`src/rtl/enc_lock_pll_pkg.sv`:
```
package enc_lock_pll_pkg;

   // state of the lock supervisor
   typedef enum logic {
      LK_HUNT = 1'b0,
      LK_HELD = 1'b1
   } lock_state_e;

   // width of an index able to hold 0..max_v
   function automatic int idx_width(input int max_v);
      return (max_v < 1) ? 1 : $clog2(max_v + 1);
   endfunction

endpackage

```
`src/rtl/encpll_phdet.sv`:
```
// Encoder synchronizer, automatic M selection and tick-counting phase detector.
module encpll_phdet
   import enc_lock_pll_pkg::*;
#(
   parameter int CW          = 20,
   parameter int NW          = 10,
   parameter int MLOG_MAX    = 8,
   parameter int MIN_COUNT   = 4096,
   parameter int SYNC_STAGES = 2,
   localparam int MLW        = idx_width(MLOG_MAX)
) (
   input  logic                 clk,
   input  logic                 rst_n,
   input  logic                 clr,
   input  logic                 enc_in,
   input  logic                 tick,
   input  logic [NW-1:0]        n_div,
   output logic [MLW-1:0]       mlog,
   output logic signed [CW:0]   err,
   output logic                 err_vld
);

   logic [SYNC_STAGES-1:0] sync_q;
   logic                   prev_q;
   logic                   rise;
   logic [CW-1:0]          cnt_q;
   logic [CW-1:0]          mn;
   logic                   armed_q;
   logic [31:0]            n32;

   always_ff @(posedge clk or negedge rst_n) begin
      if (!rst_n) begin
         sync_q <= '0;
         prev_q <= 1'b0;
      end else begin
         sync_q <= {sync_q[SYNC_STAGES-2:0], enc_in};
         prev_q <= sync_q[SYNC_STAGES-1];
      end
   end

   assign rise = sync_q[SYNC_STAGES-1] & ~prev_q;

   // smallest power-of-two M that gives at least MIN_COUNT ticks per period
   assign n32 = 32'(n_div);
   always_comb begin
      mlog = MLW'(MLOG_MAX);
      for (int k = MLOG_MAX; k >= 0; k--) begin
         if ((n32 << k) >= 32'(MIN_COUNT)) mlog = MLW'(k);
      end
   end

   assign mn = CW'(n_div) << mlog;

   always_ff @(posedge clk or negedge rst_n) begin
      if (!rst_n) begin
         cnt_q   <= '0;
         armed_q <= 1'b0;
         err     <= '0;
         err_vld <= 1'b0;
      end else if (clr) begin
         cnt_q   <= '0;
         armed_q <= 1'b0;
         err     <= '0;
         err_vld <= 1'b0;
      end else begin
         err_vld <= 1'b0;
         if (rise) begin
            if (armed_q) begin
               err     <= $signed({1'b0, cnt_q}) - $signed({1'b0, mn});
               err_vld <= 1'b1;
            end
            armed_q <= 1'b1;
            cnt_q   <= tick ? CW'(1) : '0;
         end else if (tick && (cnt_q != '1)) begin
            cnt_q <= cnt_q + 1'b1;
         end
      end
   end

endmodule

```
`src/rtl/encpll_loopflt.sv`:
```
// Proportional-plus-integral loop filter with clamped integrator and tuning word.
module encpll_loopflt #(
   parameter int PHW       = 24,
   parameter int CW        = 20,
   parameter int GW        = 8,
   parameter bit PROP_PATH = 1'b1
) (
   input  logic                clk,
   input  logic                rst_n,
   input  logic                clr,
   input  logic signed [CW:0]  err,
   input  logic                err_vld,
   input  logic [GW-1:0]       kp,
   input  logic [GW-1:0]       ki,
   input  logic [PHW-1:0]      tw_lo,
   input  logic [PHW-1:0]      tw_hi,
   output logic [PHW-1:0]      tw
);

   localparam int WW = CW + GW + PHW + 4;

   logic signed [WW-1:0] err_w, ki_w, kp_w, lo_w, hi_w, integ_w, ig_raw, ig_new_w;
   logic [PHW:0]         lh_sum;
   logic [PHW-1:0]       mid;
   logic [PHW-1:0]       integ_q;
   logic [PHW-1:0]       integ_nx;
   logic [PHW-1:0]       tw_nx;

   function automatic logic [PHW-1:0] clamp_tw(input logic signed [WW-1:0] v,
                                               input logic signed [WW-1:0] lo,
                                               input logic signed [WW-1:0] hi);
      if (v < lo)      return lo[PHW-1:0];
      else if (v > hi) return hi[PHW-1:0];
      else             return v[PHW-1:0];
   endfunction

   assign err_w   = WW'(err);
   assign ki_w    = WW'(ki);
   assign kp_w    = WW'(kp);
   assign lo_w    = WW'(tw_lo);
   assign hi_w    = WW'(tw_hi);
   assign integ_w = WW'(integ_q);
   assign lh_sum  = {1'b0, tw_lo} + {1'b0, tw_hi};
   assign mid     = lh_sum[PHW:1];

   // a positive error means too many ticks: slow the oscillator
   assign ig_raw   = integ_w - (ki_w * err_w);
   assign integ_nx = clamp_tw(ig_raw, lo_w, hi_w);
   assign ig_new_w = WW'(integ_nx);

   generate
      if (PROP_PATH) begin : g_pi
         logic signed [WW-1:0] tw_raw;
         assign tw_raw = ig_new_w - (kp_w * err_w);
         assign tw_nx  = clamp_tw(tw_raw, lo_w, hi_w);
      end else begin : g_i_only
         assign tw_nx = integ_nx;
      end
   endgenerate

   always_ff @(posedge clk or negedge rst_n) begin
      if (!rst_n) begin
         integ_q <= '0;
         tw      <= '0;
      end else if (clr) begin
         integ_q <= mid;
         tw      <= mid;
      end else if (err_vld) begin
         integ_q <= integ_nx;
         tw      <= tw_nx;
      end
   end

endmodule

```
`src/rtl/encpll_nco.sv`:
```
// Phase-accumulator oscillator followed by the power-of-two M divider.
module encpll_nco
   import enc_lock_pll_pkg::*;
#(
   parameter int PHW      = 24,
   parameter int MLOG_MAX = 8,
   localparam int MLW     = idx_width(MLOG_MAX)
) (
   input  logic            clk,
   input  logic            rst_n,
   input  logic            clr,
   input  logic [PHW-1:0]  tw,
   input  logic [MLW-1:0]  mlog,
   input  logic            gate,
   output logic            tick,
   output logic            strobe
);

   logic [PHW-1:0]      acc_q;
   logic [PHW:0]        sum;
   logic [MLOG_MAX-1:0] mcnt_q;
   logic [MLOG_MAX-1:0] mmax;
   logic                term;

   assign sum = {1'b0, acc_q} + {1'b0, tw};

   always_ff @(posedge clk or negedge rst_n) begin
      if (!rst_n) begin
         acc_q <= '0;
         tick  <= 1'b0;
      end else if (clr) begin
         acc_q <= '0;
         tick  <= 1'b0;
      end else begin
         acc_q <= sum[PHW-1:0];
         tick  <= sum[PHW];
      end
   end

   assign mmax = MLOG_MAX'((32'd1 << mlog) - 32'd1);
   assign term = tick && (mcnt_q == mmax);

   always_ff @(posedge clk or negedge rst_n) begin
      if (!rst_n) begin
         mcnt_q <= '0;
         strobe <= 1'b0;
      end else if (clr) begin
         mcnt_q <= '0;
         strobe <= 1'b0;
      end else begin
         strobe <= term && gate;
         if (tick) mcnt_q <= term ? '0 : mcnt_q + 1'b1;
      end
   end

endmodule

```
`src/rtl/encpll_lockmon.sv`:
```
// Lock supervisor, sticky loss flag and error statistics.
module encpll_lockmon
   import enc_lock_pll_pkg::*;
#(
   parameter int CW       = 20,
   parameter int LOCK_RUN = 8
) (
   input  logic                clk,
   input  logic                rst_n,
   input  logic                clr,
   input  logic signed [CW:0]  err,
   input  logic                err_vld,
   input  logic [CW-1:0]       thr,
   output logic                locked,
   output logic                lost,
   output logic [CW-1:0]       peak,
   output logic [CW-1:0]       periods
);

   localparam int RW = idx_width(LOCK_RUN);

   lock_state_e    st_q;
   logic [RW-1:0]  run_q;
   logic [CW:0]    mag_w;
   logic [CW-1:0]  mag;
   logic           good;

   assign mag_w = err[CW] ? (~err + 1'b1) : err;
   assign mag   = mag_w[CW] ? '1 : mag_w[CW-1:0];
   assign good  = mag < thr;

   always_ff @(posedge clk or negedge rst_n) begin
      if (!rst_n) begin
         st_q    <= LK_HUNT;
         run_q   <= '0;
         lost    <= 1'b0;
         peak    <= '0;
         periods <= '0;
      end else if (clr) begin
         st_q    <= LK_HUNT;
         run_q   <= '0;
         lost    <= 1'b0;
         peak    <= '0;
         periods <= '0;
      end else if (err_vld) begin
         if (periods != '1) periods <= periods + 1'b1;
         if (mag > peak)    peak    <= mag;
         if (good) begin
            if (st_q == LK_HUNT) begin
               if (run_q == RW'(LOCK_RUN - 1)) begin
                  st_q  <= LK_HELD;
                  run_q <= '0;
               end else begin
                  run_q <= run_q + 1'b1;
               end
            end
         end else begin
            run_q <= '0;
            if (st_q == LK_HELD) begin
               st_q <= LK_HUNT;
               lost <= 1'b1;
            end
         end
      end
   end

   assign locked = (st_q == LK_HELD);

endmodule

```
`src/rtl/enc_lock_pll.sv`:
```
// Encoder-locked sample strobe PLL: top level.
module enc_lock_pll
   import enc_lock_pll_pkg::*;
#(
   parameter int PHW         = 24,
   parameter int CW          = 20,
   parameter int NW          = 10,
   parameter int GW          = 8,
   parameter int MIN_COUNT   = 4096,
   parameter int MLOG_MAX    = 8,
   parameter int LOCK_RUN    = 8,
   parameter int SYNC_STAGES = 2,
   parameter bit PROP_PATH   = 1'b1
) (
   input  logic            clk,
   input  logic            rst_n,
   input  logic            run,
   input  logic            enc_in,
   input  logic [NW-1:0]   n_div,
   input  logic [GW-1:0]   kp,
   input  logic [GW-1:0]   ki,
   input  logic [PHW-1:0]  tw_lo,
   input  logic [PHW-1:0]  tw_hi,
   input  logic [CW-1:0]   lock_thr,
   output logic            smp_strobe,
   output logic            locked,
   output logic            lock_lost,
   output logic [CW-1:0]   err_peak,
   output logic [CW-1:0]   period_cnt
);

   localparam int MLW = idx_width(MLOG_MAX);

   generate
      if (SYNC_STAGES < 2)          begin : g_chk_sync  $error("SYNC_STAGES must be at least 2"); end
      if (MLOG_MAX < 1)             begin : g_chk_mlog  $error("MLOG_MAX must be at least 1"); end
      if (NW + MLOG_MAX > CW)       begin : g_chk_cw    $error("CW too narrow for N times M"); end
      if (PHW < 4)                  begin : g_chk_phw   $error("PHW must be at least 4"); end
      if (LOCK_RUN < 2)             begin : g_chk_run   $error("LOCK_RUN must be at least 2"); end
   endgenerate

   logic                clr;
   logic                tick_w;
   logic [MLW-1:0]      mlog_w;
   logic signed [CW:0]  err_w;
   logic                err_vld_w;
   logic [PHW-1:0]      tw_w;

   assign clr = ~run;

   encpll_phdet #(
      .CW(CW), .NW(NW), .MLOG_MAX(MLOG_MAX), .MIN_COUNT(MIN_COUNT), .SYNC_STAGES(SYNC_STAGES)
   ) u_phdet (
      .clk(clk), .rst_n(rst_n), .clr(clr), .enc_in(enc_in), .tick(tick_w),
      .n_div(n_div), .mlog(mlog_w), .err(err_w), .err_vld(err_vld_w)
   );

   encpll_loopflt #(
      .PHW(PHW), .CW(CW), .GW(GW), .PROP_PATH(PROP_PATH)
   ) u_loopflt (
      .clk(clk), .rst_n(rst_n), .clr(clr), .err(err_w), .err_vld(err_vld_w),
      .kp(kp), .ki(ki), .tw_lo(tw_lo), .tw_hi(tw_hi), .tw(tw_w)
   );

   encpll_nco #(
      .PHW(PHW), .MLOG_MAX(MLOG_MAX)
   ) u_nco (
      .clk(clk), .rst_n(rst_n), .clr(clr), .tw(tw_w), .mlog(mlog_w),
      .gate(locked), .tick(tick_w), .strobe(smp_strobe)
   );

   encpll_lockmon #(
      .CW(CW), .LOCK_RUN(LOCK_RUN)
   ) u_lockmon (
      .clk(clk), .rst_n(rst_n), .clr(clr), .err(err_w), .err_vld(err_vld_w),
      .thr(lock_thr), .locked(locked), .lost(lock_lost),
      .peak(err_peak), .periods(period_cnt)
   );

endmodule

```
`config.mk`:
```
export PLATFORM = sky130hd
export DESIGN_NAME = enc_lock_pll
export DESIGN_NICKNAME = d
export VERILOG_FILES = /design/src/rtl/enc_lock_pll_pkg.sv /design/src/rtl/encpll_phdet.sv /design/src/rtl/encpll_loopflt.sv /design/src/rtl/encpll_nco.sv /design/src/rtl/encpll_lockmon.sv /design/src/rtl/enc_lock_pll.sv
export SDC_FILE = /design/constraint.sdc
export NUM_CORES = 2
export LEC_CHECK = 0
export ABC_AREA = 1
export BUFFER_PORTS_ARGS = -buffer_cell sky130_fd_sc_hd__buf_2
export CAP_MARGIN = 30
export CORE_MARGIN = 8
export CORE_UTILIZATION = 25
export CTS_BUF_LIST = sky130_fd_sc_hd__clkbuf_16
export CTS_CLUSTER_SIZE = 14
export DETAILED_ROUTE_END_ITERATION = 8
export MAX_ROUTING_LAYER = met4
export SKIP_LAST_GASP = 1
export SYNTH_ARGS = -nofsm -noshare
export SYNTH_HDL_FRONTEND = slang
export SYNTH_SLANG_ARGS = --single-unit
```
`constraint.sdc`:
```
create_clock -name clk -period 32.7 [get_ports clk]
set_input_delay 8.175 -clock clk [delete_from_list [all_inputs] [get_ports clk]]
set_output_delay 8.175 -clock clk [all_outputs]
set_load 0.03 [all_outputs]
```
==> reports/qor.yml <==
final_layout:
  area_growth_pct: 9.67
  drive_gt1_frac: 0.0607
  seqCellArea_sq_um: 4350
  final_cell_mix: "nand2_1 (1030), inv_1 (948), ha_1 (374)"
  fillCellCount: 13600
  multi_input_area_sq_um: 22600
  final_common_cell: "nand2_1"
  nNetsFinal: 5261
synth:
  ys_ff_latch: 174
  ys.flop_type: "dfrtp_1"
  yosysSeqAreaShare: 0.140
  synth_cell_types: 64
  synth-edff-count: 0
  synthCells: 4464
  netlist_top_cells_area: "fa_1 (17%), ha_1 (15%), dfrtp_1 (14%), nand2_1 (12%), inv_1 (11%)"
  synth_top_area_frac: 0.173
  synth_area_leader_cell: "fa_1"
  syn_area_sq_um: 31100
  synth.avg_cell_area_sq_um: 6.96
  synth_warnings: 0
  async_flop_share: 1.00
setup_path:
  r2r-end: "u_loopflt.tw[1]$_DFFE_PN0P_"
  crit_buf_inv: 7
  reg2reg_from: "u_phdet.err[16]$_DFFE_PN0P_"
  slowest_stage: "fa_1"
  crit_family: "simple AND/OR/NAND/NOR gates"
  arrival_ns: 21.08
  r2r_setup_slack_ns: 19.13
  start_kind: "primary input"
  cpPeakStageDelay_ns: 0.58
  r2r_cells: 62
  worst_setup_path_end_kind: "register"
  crit_path_frequent_cell: "nand2_1"
  required_ns: 33.08
  crit_fanout: 27
  crit_type: "in -> reg"
clocking:
  htreeDepth: 4
  clockBufferDepth: 2
  clockRootBuffer: "clkbuf_16"
  postCtsSetupRepairBufs: 0
  cts_buffers: 17
  cts.sinks: 174
  insertion_delay_ns: 0.51
  clkTransAtPathRegs_ns: 0.08
  hold_buffers: 0
  cts_resized: 0
  cts_tree: "yes"
global_route:
  grt_max_degree: 66
  grt_pass1_vias: 28200
  overflow: 0
  track_usage: 0.155
  grt_pass1_wl_mm: 162
  antenna_found_initial: 16
die:
  num_rows: 129
  start_util: 0.251
  dieArea_sq_um: 136000
  coreArea_sq_um: 123000
  io_pins: 141
  die_w_um: 368
  chipHeight_um: 368
power:
  power_frac_seq: 0.157
  ir_worst_vdd_mv: 0.0374
  finalPower_uw: 1750
  power.density_nw_per_um2: 51.3
  internal_power_uw: 787
  leakagePower_uw: 0.0191
  switching_share: 0.550
  power.switching_uw: 961
  power_frac_comb: 0.711
  clkPwrFrac: 0.132
job:
  cap_violations: 0
detailed_routing:
  wl_mm: 104
  ant_nets: 0
  avgRoutedWirePerCell_um: 16.8
  vias_per_cell: 4.69
  num_vias: 29000
  drtIter0Drc: 2147
  detail_route.first_pass.iterations: 6
  drc: 0
placed_design:
  dp_hpwl_mm: 86.5
  place.gp.congestion: 0.937
  port_buffers: 140
timing:
  fmax_mhz: 48.3
  tightest_slew_ns: 1.03
  hold_violations: 0
  fin_skew_ns: 0.0192
  min_period_ns: 20.70
  timing.final.crit_share: 0.633
  setup_viol: 0
  drv_slew: 0
  rsz0062_at_grt: "false"
  slew_headroom: 0.316
  setup_tns_ns: 0
min_path:
  holdCritStartpoint: "u_phdet.sync_q[0]$_DFF_PN0_"
  hold_depth: 0
  min_to: "u_phdet.sync_q[1]$_DFF_PN0_"
  hold_class: "reg -> reg"
status:
  run_status: "complete, no violations"
-- cells in the mapped netlist, types with 63 or more instances --
master and instances:
dfrtp_1 174, inv_1 949, xnor2_1 63, a21oi_1 342, clkbuf_1 92, nand3_1 209
nand2_1 1030, xor2_1 75, ha_1 374, o21ai_0 223, fa_1 269, nor2_1 276
-- power groups by stage --
| stage | clock [uW] | combinational, uW | sequential (uW) |
|---|---|---|---|
| after global routing | 243 | 1400 | 278 |
| after CTS | 237 | 1230 | 275 |
| after global placement | 0 | 1210 | 279 |
| final | 230 | 1240 | 275 |
| after detailed placement | 0 | 1220 | 279 |
| after floorplan | 0 | 903 | 266 |
-- per-stage QoR --
| step | std cells | setup WS [ns] | utilization | hold WS, ns | area, sq um |
|---|---|---|---|---|---|
| 2_1_floorplan | 4475 | 14.25 | - | 0.331 | 31100 |
| 3_3_place_gp | 6137 | 11.93 | 0.271 | 0.336 | 33400 |
| 3_5_place_dp | 6138 | 11.69 | 0.271 | 0.339 | 33400 |
| 4_1_cts | 6170 | 12.16 | 0.276 | 0.356 | 34000 |
| 5_1_grt | 6178 | 10.98 | 0.276 | 0.363 | 34100 |
| 6_report | 6179 | 12.00 | 0.276 | 0.354 | 34100 |
-- worst max path at each step --
stage          slack [ns]  start                            to  cells after the start
2_1_floorplan       14.25  ki[5]  u_loopflt.tw[20]$_DFFE_PN0P_                     67
6_report            12.00  ki[4]   u_loopflt.tw[1]$_DFFE_PN0P_                     63
4_1_cts             12.16  ki[5]   u_loopflt.tw[1]$_DFFE_PN0P_                     63
3_5_place_dp        11.69  ki[5]   u_loopflt.tw[1]$_DFFE_PN0P_                     63
3_3_place_gp        11.93  ki[5]   u_loopflt.tw[1]$_DFFE_PN0P_                     62
5_1_grt             10.98  ki[5]   u_loopflt.tw[0]$_DFFE_PN0P_                     63
-- area by class of cell --
type	instances	share of cell area
clock inverter	15	0.00525
inverter	956	0.105
antenna	9	0.000661
multi-input combinational	3215	0.664
clock buffer	17	0.0125
timing repair buffer	156	0.0246
tap	1637	0.0601
sequential	174	0.128
-- logic make-up after synthesis --
| group | count (synthesis) | synth area share |
|---|---|---|
| xor+xnor | 138 | 0.0389 |
| other cells | 2 | 0.000242 |
| buf+inv | 1086 | 0.133 |
| fa+ha+maj | 643 | 0.324 |
| compound gates | 738 | 0.136 |
| simple gates | 1683 | 0.227 |
| flops | 174 | 0.140 |
-- state kept, by name (all words and copies together) (netlist names), 4 cells and up --
name and cells:
u_nco.mcnt_q 8, u_loopflt.integ_q 24, u_lockmon.peak 20, u_lockmon.run_q 4, u_loopflt.tw 24, u_phdet.cnt_q 20, u_phdet.err 21, u_nco.acc_q 24
u_lockmon.periods 20
-- layer usage --
metal,vias up,part of all wire,global-route usage
met4,0,0.029,0.0488
met2,875,0.47,0.255
met1,13800,0.43,0.195
met5,-,0,-
met3,146,0.062,0.0239
li1,14200,-,-
(Power assumes the default switching activity.)
